`config.mk`:
```
export PLATFORM = sky130hd
export DESIGN_NAME = uart_ctl_regs
export DESIGN_NICKNAME = d
export VERILOG_FILES = /design/src/rtl/uart_ctl_pkg.sv /design/src/rtl/uart_cmd_dec.sv /design/src/rtl/uart_tx_hold.sv /design/src/rtl/uart_irq_gen.sv /design/src/rtl/uart_ctl_regs.sv
export SDC_FILE = /design/constraint.sdc
export NUM_CORES = 1
export LEC_CHECK = 0
export BUFFER_PORTS_ARGS = -buffer_cell sky130_fd_sc_hd__buf_2
export CAP_MARGIN = 25
export CORE_MARGIN = 3
export CORE_UTILIZATION = 53
export CTS_BUF_LIST = sky130_fd_sc_hd__clkbuf_8
export DETAILED_ROUTE_END_ITERATION = 10
export PLACE_DENSITY = 0.93
export SYNTH_ARGS = -nofsm -noshare
export SYNTH_HDL_FRONTEND = slang
export SYNTH_SLANG_ARGS = --single-unit
export TNS_END_PERCENT = 30
```
`constraint.sdc`:
```
create_clock -name clk -period 2.1 [get_ports clk]
set_input_delay 0.105 -clock clk [delete_from_list [all_inputs] [get_ports clk]]
set_output_delay 0.105 -clock clk [all_outputs]
set_load 0.05 [all_outputs]
```
`src/rtl/uart_ctl_pkg.sv`:
```
// Shared offsets, command field codes and decoded command record for the
// UART control register file. Assumes a 6-bit byte offset decode.
package uart_ctl_pkg;
    localparam int unsigned ADDR_W = 6;
    localparam int unsigned BYTE_W = 8;

    localparam logic [ADDR_W-1:0] OFS_MODE = 6'h00;
    localparam logic [ADDR_W-1:0] OFS_STAT = 6'h04;
    localparam logic [ADDR_W-1:0] OFS_CMD  = 6'h08;
    localparam logic [ADDR_W-1:0] OFS_DATA = 6'h0C;
    localparam logic [ADDR_W-1:0] OFS_INT  = 6'h14;
    localparam logic [ADDR_W-1:0] OFS_DIVA = 6'h18;
    localparam logic [ADDR_W-1:0] OFS_DIVB = 6'h1C;

    typedef enum logic [2:0] {
        MISC_NOP, MISC_PTR_CLR, MISC_RX_RST, MISC_TX_RST,
        MISC_ERR_CLR, MISC_BRK_CLR, MISC_BRK_ON, MISC_BRK_OFF
    } misc_e;

    typedef enum logic [1:0] {DIR_KEEP, DIR_ON, DIR_OFF, DIR_RSVD} dir_e;

    typedef struct packed {
        logic ptr_clr;
        logic rx_rst;
        logic tx_rst;
        logic brk_clr;
        logic tx_on;
        logic tx_off;
        logic rx_on;
        logic rx_off;
        logic bad;
    } cmd_t;
endpackage

```
`src/rtl/uart_cmd_dec.sv`:
```
// Splits a command byte into its three fields and flags each action.
// Assumes the caller qualifies the result with the command write strobe.
module uart_cmd_dec
    import uart_ctl_pkg::*;
(
    input  logic [BYTE_W-1:0] cmd,
    output cmd_t              dec
);
    misc_e misc;
    dir_e  txf;
    dir_e  rxf;

    assign misc = misc_e'(cmd[6:4]);
    assign txf  = dir_e'(cmd[3:2]);
    assign rxf  = dir_e'(cmd[1:0]);

    // Flag each action named by the three fields.
    always_comb begin
        dec         = '0;
        dec.ptr_clr = (misc == MISC_PTR_CLR);
        dec.rx_rst  = (misc == MISC_RX_RST);
        dec.tx_rst  = (misc == MISC_TX_RST);
        dec.brk_clr = (misc == MISC_BRK_CLR);
        dec.tx_on   = (txf == DIR_ON);
        dec.tx_off  = (txf == DIR_OFF);
        dec.rx_on   = (rxf == DIR_ON);
        dec.rx_off  = (rxf == DIR_OFF);
        dec.bad     = (txf == DIR_RSVD) || (rxf == DIR_RSVD);
    end
endmodule

```
`src/rtl/uart_tx_hold.sv`:
```
// Transmit enable and single holding byte offered on a valid/ready output.
// Assumes load and the transmitter reset command never fall in one cycle.
module uart_tx_hold
    import uart_ctl_pkg::*;
(
    input  logic              clk,
    input  logic              rst_n,
    input  logic              load,
    input  logic [BYTE_W-1:0] ldata,
    input  logic              rst_cmd,
    input  logic              on_cmd,
    input  logic              off_cmd,
    input  logic              tx_ready,
    output logic              tx_en,
    output logic              tx_empty,
    output logic              tx_valid,
    output logic [BYTE_W-1:0] tx_data
);
    logic en_nx;
    logic empty_nx;

    assign tx_valid = tx_en && !tx_empty;

    // Next enable: misc reset first, then the transmitter field.
    always_comb begin
        en_nx = tx_en;
        if (rst_cmd) en_nx = 1'b0;
        if (on_cmd)  en_nx = 1'b1;
        if (off_cmd) en_nx = 1'b0;
    end

    // Next empty flag: handshake or reset empties, a load fills.
    always_comb begin
        empty_nx = tx_empty;
        if (tx_valid && tx_ready) empty_nx = 1'b1;
        if (rst_cmd)              empty_nx = 1'b1;
        if (load)                 empty_nx = 1'b0;
    end

    // Holding state register.
    always_ff @(posedge clk) begin
        if (!rst_n) begin
            tx_en    <= 1'b0;
            tx_empty <= 1'b1;
            tx_data  <= '0;
        end else begin
            tx_en    <= en_nx;
            tx_empty <= empty_nx;
            if (load) tx_data <= ldata;
        end
    end


    tx_hold_chk: assert property (@(posedge clk) disable iff (!rst_n)
        (tx_valid && !tx_ready && !load && !rst_cmd && !off_cmd)
        |=> (tx_valid && $stable(tx_data)));

    tx_done_chk: assert property (@(posedge clk) disable iff (!rst_n)
        (tx_valid && tx_ready && !load) |=> !tx_valid);
endmodule

```
`src/rtl/uart_irq_gen.sv`:
```
// Builds interrupt status from live status bits and the break-change flag,
// and masks it onto the level interrupt. Assumes inputs are synchronous.
module uart_irq_gen
    import uart_ctl_pkg::*;
(
    input  logic              clk,
    input  logic              rst_n,
    input  logic              tx_rdy,
    input  logic              rx_ne,
    input  logic              rx_full,
    input  logic              src_full,
    input  logic              brk_evt,
    input  logic              brk_clr,
    input  logic [BYTE_W-1:0] mask,
    output logic [BYTE_W-1:0] isr,
    output logic              irq
);
    logic brk_flag;
    logic rx_int;

    assign rx_int = src_full ? rx_full : rx_ne;
    assign isr    = {1'b0, 4'b0, brk_flag, rx_int, tx_rdy};
    assign irq    = |(isr & mask);

    // Break-change flag: a new event wins over the clear.
    always_ff @(posedge clk) begin
        if (!rst_n)       brk_flag <= 1'b0;
        else if (brk_evt) brk_flag <= 1'b1;
        else if (brk_clr) brk_flag <= 1'b0;
    end


    brk_set_chk: assert property (@(posedge clk) disable iff (!rst_n)
        brk_evt |=> isr[2]);

    brk_clr_chk: assert property (@(posedge clk) disable iff (!rst_n)
        (brk_clr && !brk_evt) |=> !isr[2]);
endmodule

```
`src/rtl/uart_ctl_regs.sv`:
```
// Byte-wide register file of a serial port: mode pair behind a pointer,
// status, interrupt status/mask, command, transmit holding byte and a read
// port onto an external receive queue. Assumes one access per cycle.
module uart_ctl_regs
    import uart_ctl_pkg::*;
#(
    parameter logic [7:0] DIV_A = 8'h5A,
    parameter logic [7:0] DIV_B = 8'hC3
) (
    input  logic        clk,
    input  logic        rst_n,
    input  logic        bus_wr,
    input  logic        bus_rd,
    input  logic [5:0]  bus_addr,
    input  logic [7:0]  bus_wdata,
    output logic [7:0]  bus_rdata,
    input  logic        rxq_ne,
    input  logic        rxq_full,
    input  logic [7:0]  rxq_data,
    output logic        rxq_pop,
    output logic        rxq_flush,
    output logic        rx_en,
    input  logic        brk_evt,
    output logic [7:0]  tx_data,
    output logic        tx_valid,
    input  logic        tx_ready,
    output logic        irq,
    output logic        cmd_err
);
    localparam int unsigned MODE_N = 2;
    localparam int unsigned SRC_BIT = 6;

    logic [BYTE_W-1:0] mode_q [MODE_N];
    logic              ptr;
    logic [BYTE_W-1:0] mask_q;
    logic              wr_mode, wr_cmd, wr_data, wr_mask;
    cmd_t              dec;
    cmd_t              act;
    logic              tx_en, tx_empty;
    logic [BYTE_W-1:0] status, isr;

    assign wr_mode = bus_wr && (bus_addr == OFS_MODE);
    assign wr_cmd  = bus_wr && (bus_addr == OFS_CMD);
    assign wr_data = bus_wr && (bus_addr == OFS_DATA);
    assign wr_mask = bus_wr && (bus_addr == OFS_INT);

    uart_cmd_dec u_dec (.cmd(bus_wdata), .dec(dec));
    assign act = wr_cmd ? dec : '0;

    uart_tx_hold u_tx (
        .clk(clk), .rst_n(rst_n), .load(wr_data), .ldata(bus_wdata),
        .rst_cmd(act.tx_rst), .on_cmd(act.tx_on), .off_cmd(act.tx_off),
        .tx_ready(tx_ready), .tx_en(tx_en), .tx_empty(tx_empty),
        .tx_valid(tx_valid), .tx_data(tx_data)
    );

    assign status = {4'b0, tx_empty, tx_en, rxq_full, rxq_ne};

    uart_irq_gen u_irq (
        .clk(clk), .rst_n(rst_n), .tx_rdy(tx_en), .rx_ne(rxq_ne),
        .rx_full(rxq_full), .src_full(mode_q[0][SRC_BIT]),
        .brk_evt(brk_evt), .brk_clr(act.brk_clr), .mask(mask_q),
        .isr(isr), .irq(irq)
    );

    // Mode registers, one per pointer value.
    for (genvar g = 0; g < MODE_N; g++) begin : g_mode
        always_ff @(posedge clk) begin
            if (!rst_n)                          mode_q[g] <= '0;
            else if (wr_mode && (ptr == 1'(g)))  mode_q[g] <= bus_wdata;
        end
    end

    // Mode pointer: a mode write advances it, the command clears it.
    always_ff @(posedge clk) begin
        if (!rst_n)           ptr <= 1'b0;
        else if (wr_mode)     ptr <= 1'b1;
        else if (act.ptr_clr) ptr <= 1'b0;
    end

    // Receiver enable: misc reset first, then the receiver field.
    always_ff @(posedge clk) begin
        if (!rst_n) rx_en <= 1'b0;
        else if (act.rx_on)                rx_en <= 1'b1;
        else if (act.rx_off || act.rx_rst) rx_en <= 1'b0;
    end

    // Interrupt mask and reserved-field pulse.
    always_ff @(posedge clk) begin
        if (!rst_n) begin
            mask_q  <= '0;
            cmd_err <= 1'b0;
        end else begin
            if (wr_mask) mask_q <= bus_wdata;
            cmd_err <= act.bad;
        end
    end

    assign rxq_flush = act.rx_rst;
    assign rxq_pop   = bus_rd && (bus_addr == OFS_DATA) && rxq_ne;

    // Read data selection by offset.
    always_comb begin
        case (bus_addr)
            OFS_MODE: bus_rdata = mode_q[ptr];
            OFS_STAT: bus_rdata = status;
            OFS_DATA: bus_rdata = rxq_ne ? rxq_data : '0;
            OFS_INT:  bus_rdata = isr;
            OFS_DIVA: bus_rdata = DIV_A;
            OFS_DIVB: bus_rdata = DIV_B;
            default:  bus_rdata = '0;
        endcase
    end


    mode_ptr_chk: assert property (@(posedge clk) disable iff (!rst_n)
        wr_mode |=> (ptr == 1'b1));

    pop_guard_chk: assert property (@(posedge clk) disable iff (!rst_n)
        rxq_pop |-> (bus_rd && rxq_ne));

    cmd_err_chk: assert property (@(posedge clk) disable iff (!rst_n)
        (wr_cmd && ((bus_wdata[3:2] == 2'b11) || (bus_wdata[1:0] == 2'b11)))
        |=> cmd_err);

    cmd_err_pulse_chk: assert property (@(posedge clk) disable iff (!rst_n)
        (cmd_err && !wr_cmd) |=> !cmd_err);
endmodule

```
Yosys cells after proc, flatten, opt, wreduce, memory -nomap -nowiden
Memory sizes are Yosys's and may differ from the RTL's. A register that Yosys moved wholly into a read port is not among the register bits.
Cells that the tools add are included.

cells by class
  bitwise gates (word level) = 5
  multiplexer cells = 26
  equal/unequal tests = 16
  reductions and logical operators = 22

operator list
  kind                  count
  $pmux W8 S6           1
  $mux W8               3
  $mux W1               21
  $eq A6 B5 Y1 const B  3
  $eq A6 B4 Y1 const B  2
  $logic_and A1 B1 Y1   10
  $mux W9               1
  $and A3 B8 Y8         1
  $eq A2 B2 Y1 const B  4
  $reduce_bool A2 Y1    4
  $reduce_or A8 Y1      1
  $eq A3 B2 Y1 const B  2
  $eq A6 B3 Y1 const B  1
  $logic_not A6 Y1      1
  $eq A2 B1 Y1 const B  2
  $eq A3 B1 Y1 const B  1
  $eq A3 B3 Y1 const B  1
  $reduce_bool A3 Y1    1
  $logic_or A1 B1 Y1    2
  $not A1 Y1            2
  $or A1 B1 Y1          2
  $reduce_and A2 Y1     1
  $reduce_or A2 Y1      1
  $logic_not A1 Y1      1

word-level totals
  input port bits = 30
  bits in registers = 22
  bits in writable memories = 16
  memories = 1

memories
  name    depth  width  read ports  clocked after Yosys merged registers in  wr ports  RTL line             RTL
  mode_q  2      8      2           1                                        2         uart_ctl_regs.sv:33  logic [BYTE_W-1:0] mode_q [MODE_N];

Depth between registers and ports, before layout
Gate-level depths: netlist (run 1).

  depth in word-level cells = 7
  mapped depth = 5
  mapped depth without buffers = 3

By module
A second synthesis (run 1) with hierarchy kept.

unflattened totals
  cells, all modules = 217
  area total of the unflattened synthesis = 2158.3 um^2

modules (own cells, without submodules)
  module         cells an instance  area each (um^2)  times used
  uart_ctl_regs  160                1580.3            1
  uart_tx_hold   33                 380.4             1
  uart_irq_gen   15                 128.9             1
  uart_cmd_dec   9                  68.8              1

Worst setup path before layout (run 1)
No wires, ideal clock.

  kind = input to output
  start = input port bus_addr[2]
  end = output port bus_rdata[5]
  slack = 230 ps
  stages = 5
  buffers on the path = 2
  arrival = 1765 ps
  required time = 1995 ps
  path through = buf_2 or3_1 buf_2 or2_1 o2bb2ai_1

between the ends
  cells in the longest elaborated chain, start to end = 2
  elaborated cells on any way between the ends = 7

RTL lines
  item                                  RTL line              RTL
  from (decl)                           uart_ctl_regs.sv:14   input logic [5:0] bus_addr,
  $eq A6 B5 Y1 (tied with other cells)  uart_ctl_regs.sv:104  case (bus_addr)
  $pmux W8 S6 (*)                       uart_ctl_regs.sv:104
  to (decl)                             uart_ctl_regs.sv:16   output logic [7:0] bus_rdata,

Every way passes the cells marked *; elsewhere a longest branch is shown, timed or not.

==> flow_summary.ini, run 1 <==
[routing]
wl_per_cell_um = 15.76
viasPerCell = 5.928
vias = 1648
drc_errors = 0
ant_nets = 0
firstDrtPassIters = 4
initialDrtViolationCount = 145
totalWireLength_mm = 4.381

[synth]
ys_seq_elements = 34
syn_area_um2 = 1817
netlist_instances = 183
synthesis.nets = 213
synth_warnings = 0
synth.distinct_cells = 45
syn_avg_cell_area_um2 = 9.928
ys_seq_area_share_pct = 46.28

[finish]
area_growth_pct = 20.39
n_antenna_cell = 0
drive_above_1_share_pct = 29.49
final.fill_count = 274
final_util_pct = 69.37
multiInputGateArea_um2 = 897.1
final-seq-area_um2 = 840.8
nets = 263

[timing]
setup_viol = 0
setup_slack_ns = 0.3232
holdWs_ns = 0.08045
maxSlewHeadroom_pct = 70.46
fin_skew_ns = 0.007956
setup_tns_ns = 0
fin_crit_sh_pct = 84.61
layout_min_cycle_time_ns = 1.777
fmax_ghz = 0.5628
rsz0062_at_grt = false
tightest_slew_ns = 0.4424
maxSlewViolCount = 0
hold_viol = 0

[clock_network]
cts_tree = done
cts_setup_buffers = 0
cts_buffers = 5
cts_hold_buffers = 0
htree_levels = 2
ctsResizeCount = 0
clk_pin_slew_worst_paths_ns = 0.07
cts.path.max_buffers = 2
cts_root_buf = clkbuf_8
clock_sinks = 34
insertion_delay_ns = 0.28

[worst_setup_path]
required_ns = 2.00
critPathCaptureType = output pin
r2r-start = ptr
worstPathArrival_ns = 1.67
worst_setup_path_start_kind = flip-flop
crit_type = flip-flop to output pin
r2r_slack_ns = 1.00
critPathMaxFanout = 8

[die]
die_w_um = 64.55
core_um2 = 3153
die_area_um2 = 4166
rows = 20
die_y_um = 64.55
initial_core_util_pct = 57.62
num_io_pins = 52

[placement]
io_buffer_count = 51
place_hpwl_mm = 3.197
pre_cts_slack_ns = 0.4779
gp_congestion = 0.8655

[worst_hold_path]
hold_path.startpoint = brk_evt
hp-class = input port to flip-flop

[global_routing]
grt_use_total_pct = 22.83
overflow = 0
grt_max_degree = 16
grt_pass1_wl_mm = 7.272
antenna_found_initial = 0
grt_pass1_vias = 1517

[status]
outcome = finished, final reports clean

[pwr]
p_leak_nw = 0.8971
ir_drop_mv = 0.4945
powerDensity_nw_per_um2 = 594.4

[run]
drv_cap = 0
-- worst max-delay path, cell delays in order, from the launching register on --
cell	delay (ns)
dfxtp_1	0.59
mux2i_1	0.26
nor3_1	0.07
a221o_1	0.25
buf_2	0.21
-- layer usage --
metal / wire (um) / vias up / global-route usage [%]
met5: 0 / - / 0
met2: 1979 / 87 / 34.79
met3: 453 / 8 / 4.506
li1: - / 797 / -
met4: 96 / 0 / 10.55
met1: 1852 / 756 / 31.29
-- path summary, 6_finish.rpt --
| path | end | cells after the start |
|---|---|---|
| worst max-delay path | bus_rdata[1] | 4 |
| worst min-delay path | u_irq.brk_flag | 3 |
| worst max register to register | mode_q[0][3] | 3 |
| worst min register to register | u_tx.tx_data[0] | 2 |
-- final cells by class --
type,count,area share (%)
sequential,34,38.44
clock inverter,3,0.6293
timing repair buffer,55,13.04
tap,44,2.517
inverter,7,1.201
clock buffer,5,3.146
multi-input combinational,130,41.02
-- registers in the layout, summed over array words and instances, names as in the netlist, named ones only --
signal          flops
u_tx.tx_data        8
u_irq.brk_flag      1
ptr                 1
mode_q             16
cmd_err             1
u_tx.tx_empty       1
u_tx.tx_en          1
rx_en               1
mask_q              3
-- power by group --
group          total [mW]  switching, mW  internal [mW]
Clock               0.446          0.221          0.224
Sequential          0.711        0.00632          0.704
Combinational       0.144         0.0921         0.0518
Total                1.30          0.320          0.980
-- per-stage QoR --
stage	cells	instance area, um2	power, mW
2_1_floorplan	183	1817	0.8012
3_3_place_gp	270	2105	0.8630
3_5_place_dp	270	2105	0.8663
4_1_cts	278	2187	1.313
5_1_grt	278	2187	1.356
6_report	278	2187	1.300
-- synthesized netlist by cell type, drive strengths merged --
library cell	n	area (um2)
dfxtp	18	360.4
and2	17	106.4
edfxtp	16	480.5
a21oi	15	75.07
o21ai	14	70.07
nand3	12	60.06
nor3	11	55.05
mux2i	10	100.1
buf	8	37.54
inv	7	26.28
clkbuf	4	15.01
nand3b	4	30.03
a211o	3	26.28
nand2	3	11.26
nor2	3	11.26
o211ai	3	22.52
a221o	2	20.02
a22oi	2	15.01
and3b	2	17.52
and4	2	17.52
nand2b	2	12.51
nand4bb	2	22.52
nor4b	2	30.03
o221ai	2	17.52
or2	2	15.02
or3	2	17.52
a22o	1	8.760
a311o	1	10.01
a31oi	1	6.260
and4b	1	10.01
nor2b	1	6.260
nor3b	1	7.510
o2111a	1	11.26
o2111ai	1	8.760
o21a	1	7.510
o2bb2ai	1	8.760
o32ai	1	16.27
o41ai	1	8.760
or3b	1	8.760
or4b	1	13.76
or4bb	1	11.26
-- kinds of logic (layout without fill, tap and decap cells) --
logic type	Yosys count	count (layout)	synth area share [%]
multiplexers	10	10	5.510
AO/OA/AOI/OAI	50	50	18.32
flip-flops	34	34	46.28
buffers and inverters	19	70	4.339
AND/OR/NAND/NOR	70	70	25.55
-- cells in the final DEF, fill, tap and decap left out, types with 2 or more instances in the layout --
cell,count
mux2i_1,10
edfxtp_1,16
nor2_1,3
nand4bb_1,2
nand3_1,12
a221o_1,2
nor3_1,11
o21ai_1,8
clkinv_2,2
and2_1,17
nand2b_1,2
o211ai_1,3
inv_1,8
buf_4,4
nor4b_2,2
o21ai_0,6
o221ai_1,2
buf_2,51
dfxtp_1,18
nand2_1,3
a211o_1,3
and3b_1,2
a21oi_1,15
nand3b_1,4
a22oi_1,2
clkbuf_8,5
and4_1,2
Power figures use the tool's default switching activity.
==> run 2, diff against run 1 <==
ABC_AREA = 1   (was not set)
CORE_UTILIZATION = 49   (was 53)
PLACE_DENSITY = 0.9   (was 0.93)
clock period = 1.55 ns   (was 2.1 ns; I/O delays follow)
==> run 2 against run 1 <==
  * Non-clock buffer count stayed put
  * Sequential power is 36% higher
  * Register-to-register slack worse by 0.61 ns
  * Global-route usage is 2.5 points lower
  * Worst setup slack worse by 0.23 ns
  * Synthesized cell count is 38% higher
  * Design area is 6.2% higher
  * Highest routed layer unchanged
  * Cell count is 28% higher
  * Routed wire length is 1.4% lower
  * Largest cell class unchanged
  * Clock power is 33% higher
  * Clock skew is 0.0018 ns lower
  * Critical endpoint is now bus_rdata[3]
  * Sequential cell count stayed put
==> flow_summary.ini, run 2 <==
[synth]
synth_area_leaders = edfxtp_1 25%, dfxtp_1 19%, nand2_1 14%, nor2_1 8.0%, nand3_1 6.2%
async_flop_share_pct = 0
synth_warnings = 0
synth_top_area_share_pct = 24.98
synth_edf_count = 16
synthFlopType = dfxtp_1
ys_seq_elements = 34
ys_seq_area_share_pct = 43.72
syn_avg_cell_area_um2 = 7.631
synth_common_cells = 71 x nand2_1, 41 x nor2_1, 24 x nand3_1, 23 x inv_1, 18 x dfxtp_1
netlist_instances = 252
synthesis.nets = 282
syn_area_um2 = 1923
yosysMostFrequentCell = nand2_1
synth.distinct_cells = 27
yosys.area.top_type = edfxtp_1

[clock_network]
cts_buffers = 5
insertion_delay_ns = 0.28
cts_root_buf = clkbuf_8
clock_sinks = 34
htree_levels = 2
cts.path.max_buffers = 2
cts_setup_buffers = 0
cts_tree = done
clk_pin_slew_worst_paths_ns = 0.07

[routing]
viasPerCell = 4.880
totalWireLength_mm = 4.321
firstDrtPassIters = 4
ant_nets = 0
initialDrtViolationCount = 112
wl_per_cell_um = 12.10
vias = 1742
drc_errors = 0

[worst_setup_path]
crit_slowest_cell = dfxtp_1
worst_setup_path_start_kind = flip-flop
crit_buf_inv = 2
crit_type = flip-flop to output pin
required_ns = 1.47
critPathCaptureType = output pin
critPathMaxFanout = 8
worstPathArrival_ns = 1.38
path_delay_family = buffers and inverters
worst_path_most_repeated_cell = nand2_1
critPathMaxStageDelay_ns = 0.33
path_cells = buf_4 -> nand2_1 -> nand2_1 -> a21oi_2 -> nand3_1 -> clkbuf_4

[placement]
pre_cts_slack_ns = 0.2198
post_dp_cell_area_um2 = 2228
io_buffer_count = 51
gp_congestion = 0.8895
dpl.cell_count = 349
place_hpwl_mm = 3.405

[die]
die_area_um2 = 4712
core_um2 = 3716
rows = 22
die_w_um = 68.65
die_y_um = 68.65
initial_core_util_pct = 51.75
num_io_pins = 52

[timing]
tightest_slew_ns = 0.2581
setup_tns_ns = 0
setup_slack_ns = 0.09252
maxSlewHeadroom_pct = 82.75
setup_viol = 0
layout_min_cycle_time_ns = 1.457
hold_viol = 0
fmax_ghz = 0.6861
maxSlewViolCount = 0
holdWs_ns = 0.02957
fin_crit_sh_pct = 94.03
fin_skew_ns = 0.006124
rsz0062_at_grt = false

[global_routing]
grt_pass1_wl_mm = 6.906
grt_pass1_vias = 1611
gr-usage-met3_pct = 5.024
grt_max_degree = 17
overflow = 0
top_usage_layer = met2
grt_use_total_pct = 20.29
antenna_found_initial = 0
use_met1_pct = 24.33
gr-usage-met2_pct = 33.73

[finish]
final-seq-area_um2 = 840.8
final.fill_count = 335
area_growth_pct = 20.75
final_util_pct = 62.49
largest_reg_flops = 16
multiInputGateArea_um2 = 932.1
fin_cells = 357
top_register = mode_q
drive_above_1_share_pct = 31.07
mostFrequentLayoutCells = 71 x nand2_1, 48 x buf_2, 41 x nor2_1
final_common_cell = nand2_1
nets = 338
n_antenna_cell = 0
reg.largest.list = mode_q (16), u_tx.tx_data (8), mask_q (3)
fin_area_um2 = 2322

[run]
drv_cap = 0

[pwr]
powerDensity_nw_per_um2 = 760.8
ir_drop_mv = 0.5362
p_leak_nw = 1.160
power_mw = 1.767

[worst_hold_path]
hp-class = input port to flip-flop

[status]
outcome = finished, final reports clean
-- run 2: cell types whose count changed after synthesis, sizes merged, moves of 3 or more --
| cell | before | now |
|---|---|---|
| nor3 | 11 | 0 |
| buf | 8 | 4 |
| a21oi | 15 | 8 |
| nor2 | 3 | 61 |
| a211o | 3 | 0 |
| inv | 7 | 28 |
| nand2 | 3 | 74 |
| nand3b | 4 | 0 |
| o21ai | 14 | 4 |
| nand3 | 12 | 27 |
| and2 | 17 | 0 |
| mux2i | 10 | 0 |
-- run 2: cell type report --
type                       instances  area share [%]
sequential                        34           36.21
clock buffer                       5           2.963
timing repair buffer              55           12.61
multi-input combinational        183           40.14
clock inverter                     3          0.5927
inverter                          29           4.903
tap                               48           2.586
-- run 2: timing repair --
action | CTS | global route
endpoints found under the setup margin | 0 | 4
gates resized for setup | 0 | 8
hold endpoints to repair | 0 | 0
hold buffers | 0 | 0
-- run 2: power by group --
group          internal, mW  leakage, nW  total (mW)  switching (mW)
sequential            0.955        0.314       0.964         0.00857
clock                 0.304       0.0491       0.595           0.291
combinational        0.0656        0.797       0.208           0.143
-- run 2: logic make-up (layout without fill, tap and decap cells) --
| group | count (synthesis) | count (layout) | synth area share, % |
|---|---|---|---|
| simple gates | 165 | 165 | 42.81 |
| buf+inv | 35 | 92 | 8.003 |
| flops | 34 | 34 | 43.72 |
| compound gates | 18 | 18 | 5.465 |
-- run 2: routing by layer --
metal | share of wire (%) | vias to the layer above
li1 | - | 909
met1 | 43 | 749
met2 | 46 | 76
met3 | 8.6 | 8
met4 | 2.1 | 0
met5 | 0 | -
-- run 2: worst reg2reg max path: stages (launching register included) --
cell	delay (ns)
dfxtp_1	0.42
inv_1	0.12
o21ai_1	0.16
buf_4	0.18
-- run 2: path summary, 6_finish.rpt --
path,start,end,slack [ns],cells after the start
setup reg to reg,ptr,mode_q[1][4],0.39,3
hold reg to reg,u_tx.tx_data[6],u_tx.tx_data[6],0.46,2
setup / recovery,flip-flop,bus_rdata[3],0.09,6
hold / removal,brk_evt,u_irq.brk_flag,0.03,3
==> run 3, diff against run 2 <==
CORE_MARGIN = 10   (was 3)
==> run 3 against run 2 <==
  * Utilization rose by 0.20 points
  * Worst setup slack worse by 0.015 ns
  * Design area increased by 0.32%
  * Largest cell class unchanged
  * Sequential power about the same
  * Global-route usage shrank 4.9 points
  * Cell count grew 0.28%
  * Critical path type unchanged
  * Combinational power is essentially flat
  * Largest power group unchanged
==> flow_summary.ini, run 3 (same netlist as run 2, synthesis figures left out) <==
[status]
outcome = finished, final reports clean

[pwr]
switching_share_pct = 26.23
p_leak_nw = 1.157
pwr-share-seq_pct = 53.5
p_comb_share_pct = 11.7
power_mw = 1.799
internal_power_mw = 1.327
clockPowerShare_pct = 34.8
powerDensity_nw_per_um2 = 772.1
power_switching_mw = 0.4719
ir_drop_mv = 0.5499

[global_routing]
grt_max_degree = 14
grt_pass1_wl_mm = 8.128
antenna_found_initial = 0
grt_pass1_vias = 1816
grt_use_total_pct = 15.38
overflow = 0

[timing]
holdWs_ns = 0.03281
layout_min_cycle_time_ns = 1.472
rsz0062_at_grt = true
fmax_ghz = 0.6793
maxSlewViolCount = 0
tightest_slew_ns = 0.2760
fin_crit_sh_pct = 94.97
setup_viol = 0
maxSlewHeadroom_pct = 81.58
fin_skew_ns = 0.003925
hold_viol = 0

[die]
die_area_um2 = 6830
initial_core_util_pct = 51.75
die_w_um = 82.65
num_io_pins = 52
rows = 22
core_um2 = 3716
die_y_um = 82.65

[clock_network]
cts_root_buf = clkbuf_8
cts_tree = done
clk_pin_slew_worst_paths_ns = 0.07
clock_sinks = 34
insertion_delay_ns = 0.29
cts_buffers = 5
htree_levels = 2
cts.path.max_buffers = 2

[routing]
totalWireLength_mm = 4.898
viasPerCell = 5.034
firstDrtPassIters = 4
vias = 1802
wl_per_cell_um = 13.68
initialDrtViolationCount = 94
drc_errors = 0
ant_nets = 0

[placement]
dpl.cell_count = 350
gp_congestion = 0.9084
io_buffer_count = 51
place_hpwl_mm = 3.952

[worst_setup_path]
reg2reg_depth = 3
required_ns = 1.47
worstPathArrival_ns = 1.39
critPathCaptureType = output pin
critPathMaxFanout = 8
crit_type = flip-flop to output pin
worst_setup_path_start_kind = flip-flop

[finish]
drive_above_1_share_pct = 30.97
nets = 339
n_antenna_cell = 0
largest_reg_flops = 16
reg.largest.list = mode_q (16), u_tx.tx_data (8), mask_q (3)
fin_cells = 358
mostFrequentLayoutCells = 71 x nand2_1, 49 x buf_2, 41 x nor2_1
top_register = mode_q
final.fill_count = 344
final_common_cell = nand2_1
final_util_pct = 62.69
area_growth_pct = 21.14

[worst_hold_path]
hp-class = input port to flip-flop
min_path_cells = 3

[run]
drv_cap = 0
## run 3: cell count changes in the layout (fill, tap and decap cells not counted), sizes merged
| cell | change |
|---|---|
| inv | -1 |
| clkinvlp | +1 |
| clkbuf | +1 |
## run 3: power by group through the flow
stage               Sequential (mW)  Clock (mW)  Combinational, mW
floorplan                     0.985           0              0.123
global placement              0.982           0              0.202
detailed placement            0.982           0              0.207
CTS                           0.963       0.634              0.209
global route                  0.964       0.675              0.233
finish                        0.963       0.625              0.210
## run 3: metal layers
| metal | up-vias | track usage, % | wire (um) |
|---|---|---|---|
| met5 | - | 0 | 0 |
| met4 | 0 | 8.696 | 134 |
| met3 | 12 | 5.508 | 572 |
| met2 | 74 | 25.54 | 2221 |
| met1 | 806 | 16.65 | 1969 |
| li1 | 910 | - | - |
## run 3: cell type report
cell class              instances  area [um2]  share of cell area [%]
inverters                      29       113.9                   4.887
well taps                      48       60.06                   2.578
multi-input cells             183       932.1                   40.01
clock inverters                 3       16.27                  0.6982
repair buffers                 56       297.8                   12.78
flip-flops and latches         34       840.8                   36.09
clock buffers                   5       68.82                   2.954
## run 3: worst paths after layout
path / startpoint / endpoint / slack, ns
setup / recovery: flip-flop / bus_rdata[3] / 0.08
hold / removal: brk_evt / u_irq.brk_flag / 0.03
setup reg to reg: ptr / mode_q[1][6] / 0.41
hold reg to reg: u_tx.tx_data[6] / u_tx.tx_data[6] / 0.46
## run 3: worst max-delay path, cell delays in order, from the launching register on
cell and delay (ns):
dfxtp_1 0.35, inv_1 0.13, nand2_1 0.09, nand2_1 0.06, a21oi_2 0.18, nand3_1 0.09
buf_2 0.22
## run 3: metrics by stage
stage | setup slack, ns | setup TNS [ns] | area [um2]
after floorplan | 0.1388 | 0 | 1923
after global placement | 0.2542 | 0 | 2236
after detailed placement | 0.2148 | 0 | 2236
after CTS | 0.01416 | 0 | 2321
after global routing | -0.01082 | -0.01082 | 2330
final | 0.07795 | 0 | 2330
## run 3: what timing repair did
action | 4_1_cts | 5_1_grt
gates resized for setup | 0 | 4
hold buffers | 0 | 0
setup endpoints to repair | 0 | 4
buffers inserted | 0 | 0
endpoints found under the hold margin | 0 | 0
